<file path="src/rtl/fsh_pkg.sv">
package fsh_pkg;
  localparam int ADDR_W = 3;
  localparam logic [ADDR_W-1:0] REG_DIR   = 3'd0;
  localparam logic [ADDR_W-1:0] REG_OUT   = 3'd1;
  localparam logic [ADDR_W-1:0] REG_MASK  = 3'd2;
  localparam logic [ADDR_W-1:0] REG_PSTAT = 3'd3;
  localparam logic [ADDR_W-1:0] REG_ESTAT = 3'd4;
  localparam logic [ADDR_W-1:0] REG_PLVL  = 3'd5;
endpackage

</file>
<file path="src/rtl/fsh_rst_sync.sv">
module fsh_rst_sync (
  input  logic clk,
  input  logic arst_n,
  output logic rst_n_o
);
  logic stage1_q;
  logic stage2_q;

  always_ff @(posedge clk or negedge arst_n) begin
    if (!arst_n) begin
      stage1_q <= 1'b0;
      stage2_q <= 1'b0;
    end else begin
      stage1_q <= 1'b1;
      stage2_q <= stage1_q;
    end
  end

  assign rst_n_o = stage2_q;
endmodule

</file>
<file path="src/rtl/fsh_sync2.sv">
module fsh_sync2 #(
  parameter int W = 8
) (
  input  logic         clk,
  input  logic         rst_n,
  input  logic [W-1:0] d_i,
  output logic [W-1:0] q_o
);
  logic [W-1:0] meta_q;
  logic [W-1:0] safe_q;

  // Idle level of active-low sources is high, so reset to all ones
  always_ff @(posedge clk or negedge rst_n) begin
    if (!rst_n) begin
      meta_q <= '1;
      safe_q <= '1;
    end else begin
      meta_q <= d_i;
      safe_q <= meta_q;
    end
  end

  assign q_o = safe_q;
endmodule

</file>
<file path="src/rtl/fsh_sticky.sv">
module fsh_sticky #(
  parameter int W = 8
) (
  input  logic         clk,
  input  logic         rst_n,
  input  logic [W-1:0] set_i,
  input  logic [W-1:0] clr_i,
  output logic [W-1:0] stat_o
);
  logic [W-1:0] stat_q;
  logic [W-1:0] stat_d;

  for (genvar b = 0; b < W; b++) begin : g_bit
    always_comb begin
      stat_d[b] = stat_q[b];
      if (clr_i[b]) stat_d[b] = 1'b0;
      if (set_i[b]) stat_d[b] = 1'b1;
    end
  end

  always_ff @(posedge clk or negedge rst_n) begin
    if (!rst_n) stat_q <= '0;
    else        stat_q <= stat_d;
  end

  assign stat_o = stat_q;

  // a set bit survives any cycle without a clear request
  assert_sticky_hold_R3: assert property (@(posedge clk) disable iff (!rst_n)
    1'b1 |=> ((($past(stat_q) & ~$past(clr_i)) & ~stat_q) == '0));

  // a set request always leaves the bit set, clear or not
  assert_set_wins_R4: assert property (@(posedge clk) disable iff (!rst_n)
    1'b1 |=> (($past(set_i) & ~stat_q) == '0));

  // a clear request without a set leaves the bit low
  assert_clear_works_R3: assert property (@(posedge clk) disable iff (!rst_n)
    1'b1 |=> ((($past(clr_i) & ~$past(set_i)) & stat_q) == '0));
endmodule

</file>
<file path="src/rtl/fsh_cfg_regs.sv">
module fsh_cfg_regs
  import fsh_pkg::*;
#(
  parameter int NUM_PIN = 8
) (
  input  logic               clk,
  input  logic               rst_n,
  input  logic               wr_en_i,
  input  logic [ADDR_W-1:0]  addr_i,
  input  logic [NUM_PIN-1:0] wdata_i,
  output logic [NUM_PIN-1:0] dir_o,
  output logic [NUM_PIN-1:0] out_o,
  output logic [NUM_PIN-1:0] mask_o
);
  logic [NUM_PIN-1:0] dir_q,  dir_d;
  logic [NUM_PIN-1:0] out_q,  out_d;
  logic [NUM_PIN-1:0] mask_q, mask_d;
  logic dir_en, out_en, mask_en;

  always_comb begin
    dir_en  = wr_en_i && (addr_i == REG_DIR);
    out_en  = wr_en_i && (addr_i == REG_OUT);
    mask_en = wr_en_i && (addr_i == REG_MASK);
    dir_d   = dir_en  ? wdata_i : dir_q;
    out_d   = out_en  ? wdata_i : out_q;
    mask_d  = mask_en ? wdata_i : mask_q;
  end

  always_ff @(posedge clk or negedge rst_n) begin
    if (!rst_n) begin
      dir_q  <= '0;
      out_q  <= '0;
      mask_q <= '1;
    end else begin
      dir_q  <= dir_d;
      out_q  <= out_d;
      mask_q <= mask_d;
    end
  end

  assign dir_o  = dir_q;
  assign out_o  = out_q;
  assign mask_o = mask_q;

  // a direction write lands exactly as written
  assert_dir_write_R5: assert property (@(posedge clk) disable iff (!rst_n)
    (wr_en_i && addr_i == REG_DIR) |=> (dir_q == $past(wdata_i)));

  // the mask only moves on a mask write
  assert_mask_stable_R7: assert property (@(posedge clk) disable iff (!rst_n)
    !(wr_en_i && addr_i == REG_MASK) |=> $stable(mask_q));
endmodule

</file>
<file path="src/rtl/fault_status_hub.sv">
module fault_status_hub
  import fsh_pkg::*;
#(
  parameter int NUM_PIN = 8,
  parameter int NUM_ERR = 4
) (
  input  logic               clk,
  input  logic               arst_n,
  input  logic               bus_sel,
  input  logic               bus_we,
  input  logic [ADDR_W-1:0]  bus_addr,
  input  logic [NUM_PIN-1:0] bus_wdata,
  output logic [NUM_PIN-1:0] bus_rdata,
  input  logic [NUM_ERR-1:0] err_n,
  input  logic [NUM_PIN-1:0] pin_in,
  output logic [NUM_PIN-1:0] pin_out,
  output logic [NUM_PIN-1:0] pin_oe,
  output logic               irq
);
  localparam int DATA_W = NUM_PIN;

  logic               rst_n;
  logic               wr_en;
  logic [NUM_PIN-1:0] pin_dir, pin_val, pin_mask;
  logic [NUM_PIN-1:0] pin_sync, pin_set, pin_clr, pin_st;
  logic [NUM_ERR-1:0] err_sync, err_set, err_clr, err_st;
  logic [DATA_W-1:0]  err_st_ext;

  fsh_rst_sync u_rst (
    .clk     (clk),
    .arst_n  (arst_n),
    .rst_n_o (rst_n)
  );

  assign wr_en = bus_sel && bus_we;

  fsh_cfg_regs #(.NUM_PIN(NUM_PIN)) u_cfg (
    .clk     (clk),
    .rst_n   (rst_n),
    .wr_en_i (wr_en),
    .addr_i  (bus_addr),
    .wdata_i (bus_wdata),
    .dir_o   (pin_dir),
    .out_o   (pin_val),
    .mask_o  (pin_mask)
  );

  fsh_sync2 #(.W(NUM_PIN)) u_pin_sync (
    .clk   (clk),
    .rst_n (rst_n),
    .d_i   (pin_in),
    .q_o   (pin_sync)
  );

  fsh_sync2 #(.W(NUM_ERR)) u_err_sync (
    .clk   (clk),
    .rst_n (rst_n),
    .d_i   (err_n),
    .q_o   (err_sync)
  );

  always_comb begin
    pin_set = ~pin_sync & ~pin_dir & ~pin_mask;
    err_set = ~err_sync;
    pin_clr = (wr_en && bus_addr == REG_PSTAT) ? bus_wdata : '0;
    err_clr = (wr_en && bus_addr == REG_ESTAT) ? bus_wdata[NUM_ERR-1:0] : '0;
  end

  fsh_sticky #(.W(NUM_PIN)) u_pin_st (
    .clk    (clk),
    .rst_n  (rst_n),
    .set_i  (pin_set),
    .clr_i  (pin_clr),
    .stat_o (pin_st)
  );

  fsh_sticky #(.W(NUM_ERR)) u_err_st (
    .clk    (clk),
    .rst_n  (rst_n),
    .set_i  (err_set),
    .clr_i  (err_clr),
    .stat_o (err_st)
  );

  always_comb begin
    err_st_ext = '0;
    err_st_ext[NUM_ERR-1:0] = err_st;
  end

  always_comb begin
    unique case (bus_addr)
      REG_DIR:   bus_rdata = pin_dir;
      REG_OUT:   bus_rdata = pin_val;
      REG_MASK:  bus_rdata = pin_mask;
      REG_PSTAT: bus_rdata = pin_st;
      REG_ESTAT: bus_rdata = err_st_ext;
      REG_PLVL:  bus_rdata = pin_sync;
      default:   bus_rdata = '0;
    endcase
  end

  assign pin_out = pin_val;
  assign pin_oe  = pin_dir;
  assign irq     = (|(pin_st & ~pin_mask)) | (|err_st);

  // an output pin's status bit never rises
  assert_output_no_set_R8: assert property (@(posedge clk) disable iff (!rst_n)
    1'b1 |=> ((($past(pin_dir) & ~$past(pin_st)) & pin_st) == '0));

  // a masked pin's status bit never rises
  assert_masked_no_set_R7: assert property (@(posedge clk) disable iff (!rst_n)
    1'b1 |=> ((($past(pin_mask) & ~$past(pin_st)) & pin_st) == '0));

  // interrupt low means no error-line status pending
  assert_irq_covers_err_R9: assert property (@(posedge clk) disable iff (!rst_n)
    !irq |-> (err_st == '0));

  // nothing is pending in the first active cycle after reset release
  assert_reset_clean_R11: assert property (@(posedge clk)
    !rst_n |=> (!irq && pin_st == '0 && err_st == '0));
endmodule

</file>
<file path="config.mk">
export PLATFORM = sky130hd
export DESIGN_NAME = fault_status_hub
export DESIGN_NICKNAME = d
export VERILOG_FILES = /design/src/rtl/fsh_pkg.sv /design/src/rtl/fsh_rst_sync.sv /design/src/rtl/fsh_sync2.sv /design/src/rtl/fsh_sticky.sv /design/src/rtl/fsh_cfg_regs.sv /design/src/rtl/fault_status_hub.sv
export SDC_FILE = /design/constraint.sdc
export NUM_CORES = 1
export LEC_CHECK = 0
export ABC_CLOCK_PERIOD_IN_PS = 2100
export BUFFER_PORTS_ARGS = -buffer_cell sky130_fd_sc_hd__buf_4
export CORE_MARGIN = 8
export CORE_UTILIZATION = 50
export DETAILED_ROUTE_END_ITERATION = 10
export PLACE_DENSITY = 0.81
export SYNTH_ARGS = -nofsm -noshare
export SYNTH_HDL_FRONTEND = slang
export SYNTH_SLANG_ARGS = --single-unit
export TNS_END_PERCENT = 20
</file>
<file path="constraint.sdc">
create_clock -name clk -period 2.1 [get_ports clk]
set_input_delay 0.315 -clock clk [delete_from_list [all_inputs] [get_ports clk]]
set_output_delay 0.315 -clock clk [all_outputs]
set_load 0.02 [all_outputs]
</file>
==> summary.md <==
| Metric | Value |
|---|---|
| Status | finished clean |
| Maximum fanout along the worst path | 4 |
| Initial DRC count | 73 |
| Critical path capture point type | primary output |
| Vias in the first global route | 1990 |
| Met2 GRT Util | 26.95% |
| Area Overhead vs Synth | 28.77% |
| Clk pin slew, worst setup/hold paths | 70 ps |
| Fin crit period | 2031 ps |
| Post-CTS Setup Repair Bufs | 0 |
| Share of post-route cells with drive strength above 1 | 52.81% |
| Worst rel slew slack | 61.61% |
| Max-slew violations | 0 |
| Area after DPL | 3134 µm² |
| Clk Latency, worst-skew pair | 340 ps |
| Syn Nets | 225 |
| Final hold violation count | 0 |
| Synthesized area | 2623 µm² |
| Number of routed nets with antenna violations | 0 |
| Worst Hold Class | input port to flop |
| Peak supply drop | 0.6255 mV |
| Crit-path cells | inv_1 > a2111oi_1 > nand3_1 > buf_4 |
| Final setup viols | 0 |
| Num ports | 52 |
| Final HPWL DP | 4171 µm |
| Core Rows | 26 |
| Total GRT Usage | 16.52% |
| Die area | 7818 µm² |
| Logic pwr share | 19.0% |
| Final net count | 289 |
| Largest net degree at the start of global routing | 37 |
| Slowest cell on crit path | dfstp_2 |
| Top cells by area, synth | dfstp_2 (32%), dfrtp_1 (29%), mux2_2 (11%) |
| DR WL/cell | 17.20 µm |
| Critical Path Max Stage Delay | 560 ps |
| GR met1 Demand/Resource | 18.55% |
| Routed vias | 1836 |
| Synth top cells by count | dfstp_2 (32), dfrtp_1 (30), mux2_2 (26), o21ai_0 (15), mux2i_1 (14) |
| First-pass DRT Iterations | 4 |
| Fmax | 492.3 MHz |
| Initial Util | 51.68% |
| Clock skew | 8.704 ps |
| First-pass GRT wire length | 9680 µm |
| Main synth FF type | dfstp_2 |
| Clk sinks | 62 |
| Fin crit share | 96.73% |
| Internal Power | 2.409 mW |
| Final GP Congestion | 0.7864 |
| Required time worst endpoint | 1780 ps |
| Register area share after synthesis | 60.69% |
| GRT Max-Usage Layer | met2 |
| Met3 Use GR | 7.707% |
| NetSw | 911.7 µW |
| Sequential power share | 46.1% |
| Finished Cell Area | 3377 µm² |
| Total CTS buffers | 9 |
| Detailed Route WL | 5798 µm |
| Synth unique cells | 33 |
| CTS tree | built |
| Core Area | 5075 µm² |
| Synth async-reset ratio | 100.0% |
| Root Driver | clkbuf_8 |
| Die width | 88.42 µm |
| Leading area contributor after synthesis | dfstp_2 |
| Static Leak | 1.465 nW |
| Remaining DRCs | 0 |
| Mean Syn Cell Area | 13.25 µm² |
| TNS Setup | 0 ps |
| Synth top area share | 32.06% |
| CP Launch Type | flop |
| Post-synthesis cell count | 198 |
| Crit path kind | flop to primary output |
| Maxcap violations | 0 |
| Pwr per Cell Area | 983.3 nW/µm² |
| Die height | 88.42 µm |
| N_diodes | 0 |
| Initial antenna violation count | 0 |
| Max Root-Sink Buffers | 2 |
| Top-count cell post-synth | dfstp_2 |
| Vias/cell | 5.448 |
| Synthesis Warnings | 0 |
| Seq cells post-synth | 62 |
| Port bufs | 51 |
| Tightest Pin Transition | 575.8 ps |
| Number of H-tree levels | 3 |
| EDFF count, synth | 0 |
| Clock network power share | 34.9% |
| Total grt overflow | 0 |
| Sw Share | 27.46% |
| Unrepaired setup endpoints after global routing | no |
| Arr. time, crit path | 1720 ps |
[cells by family after synthesis]
| logic type | share of synthesized area (%) |
|---|---|
| AND/OR/NAND/NOR | 8.922 |
| AO/OA/AOI/OAI | 11.50 |
| buffers and inverters | 2.242 |
| multiplexers | 16.51 |
| flip-flops | 60.69 |
| other | 0.1430 |
[power by group through the flow]
stage / Sequential (mW) / Clock, mW / Combinational (mW)
floorplan: 1.61 / 0 / 0.280
global placement: 1.54 / 0 / 0.610
detailed placement: 1.55 / 0 / 0.627
CTS: 1.53 / 1.19 / 0.635
global route: 1.55 / 1.24 / 0.680
finish: 1.53 / 1.16 / 0.632
[placed cells by master, fill, tap and decap left out, types with 2 or more instances in the layout]
cell / synthesis / routed
a21o_1: 5 / 5
buf_4: 0 / 60
nor3_1: 4 / 4
o31ai_1: 8 / 8
mux2_2: 26 / 26
mux2i_1: 14 / 14
clkbuf_8: 0 / 10
a21oi_1: 4 / 4
nand4_1: 4 / 4
dfstp_2: 32 / 32
o21a_1: 2 / 2
clkinvlp_4: 0 / 2
dfrtp_1: 30 / 29
nor2b_1: 7 / 7
nand3_1: 4 / 4
inv_1: 3 / 3
o21ai_0: 15 / 15
o2bb2ai_1: 4 / 4
a211o_1: 2 / 2
nand2_1: 12 / 12
bufinv_16: 0 / 2
[metrics by stage]
step,utilization [%],instances,setup WS [ps],hold WS (ps),total power [mW]
after floorplan,-,198,301.8,19.41,1.887
after global placement,61.76,320,317.2,98.68,2.149
after detailed placement,61.76,320,300.5,99.37,2.175
after CTS,66.42,337,2.775,52.25,3.354
after global routing,66.54,337,10.28,48.52,3.472
final,66.54,337,68.62,71.83,3.320
[layer usage]
metal	wire, µm	vias to the layer above
met4	80	0
met2	2833	49
met3	395	8
met5	0	-
met1	2489	922
li1	-	857
[path summary, 6_finish.rpt]
check / slack, ps / end / startpoint / cells past startpoint
max in group asynchronous: 1170 / u_pin_sync.q_o[7] / u_rst.rst_n_o / 1
min in group asynchronous: 270 / u_err_st.stat_o[1] / u_rst.rst_n_o / 0
hold / removal: 70 / u_err_sync.meta_q[2] / err_n[2] / 1
setup / recovery: 70 / irq / u_cfg.mask_o[7] / 4
setup reg to reg: 1170 / u_pin_sync.q_o[7] / u_rst.rst_n_o / 1
hold reg to reg: 270 / u_err_st.stat_o[1] / u_rst.rst_n_o / 0
[state kept, by name (all words and copies together) (netlist names), 4 cells and up]
| signal | flops |
|---|---|
| u_cfg.dir_o | 8 |
| u_cfg.mask_o | 8 |
| u_cfg.out_o | 8 |
| u_err_st.stat_o | 4 |
| u_err_sync.meta_q | 4 |
| u_err_sync.q_o | 4 |
| u_pin_st.stat_o | 8 |
| u_pin_sync.meta_q | 8 |
| u_pin_sync.q_o | 8 |
[critical path, delay by kind of cell (launching register included)]
family                 cells  cell delay (ps)
flip-flops                 1              560
AO/OA/AOI/OAI              1              440
buffers and inverters      2              240
AND/OR/NAND/NOR            1              150
[area by class of cell]
cell class / count / area [µm²]
Sequential cell: 62 / 1593
Clock buffer: 11 / 141.4
Inverter: 3 / 11.26
Timing Repair Buffer: 62 / 480.5
Clock inverter: 5 / 83.83
Fill cell: 403 / 1698
Multi-Input combinational cell: 124 / 979.7
Tap cell: 70 / 87.58
[timing repair]
item                                   CTS  global route
resized for setup                        1             2
endpoints found under the hold margin    2             0
hold buffers                             1             0
setup endpoints to repair                1             1
(Power assumes the default switching activity.)
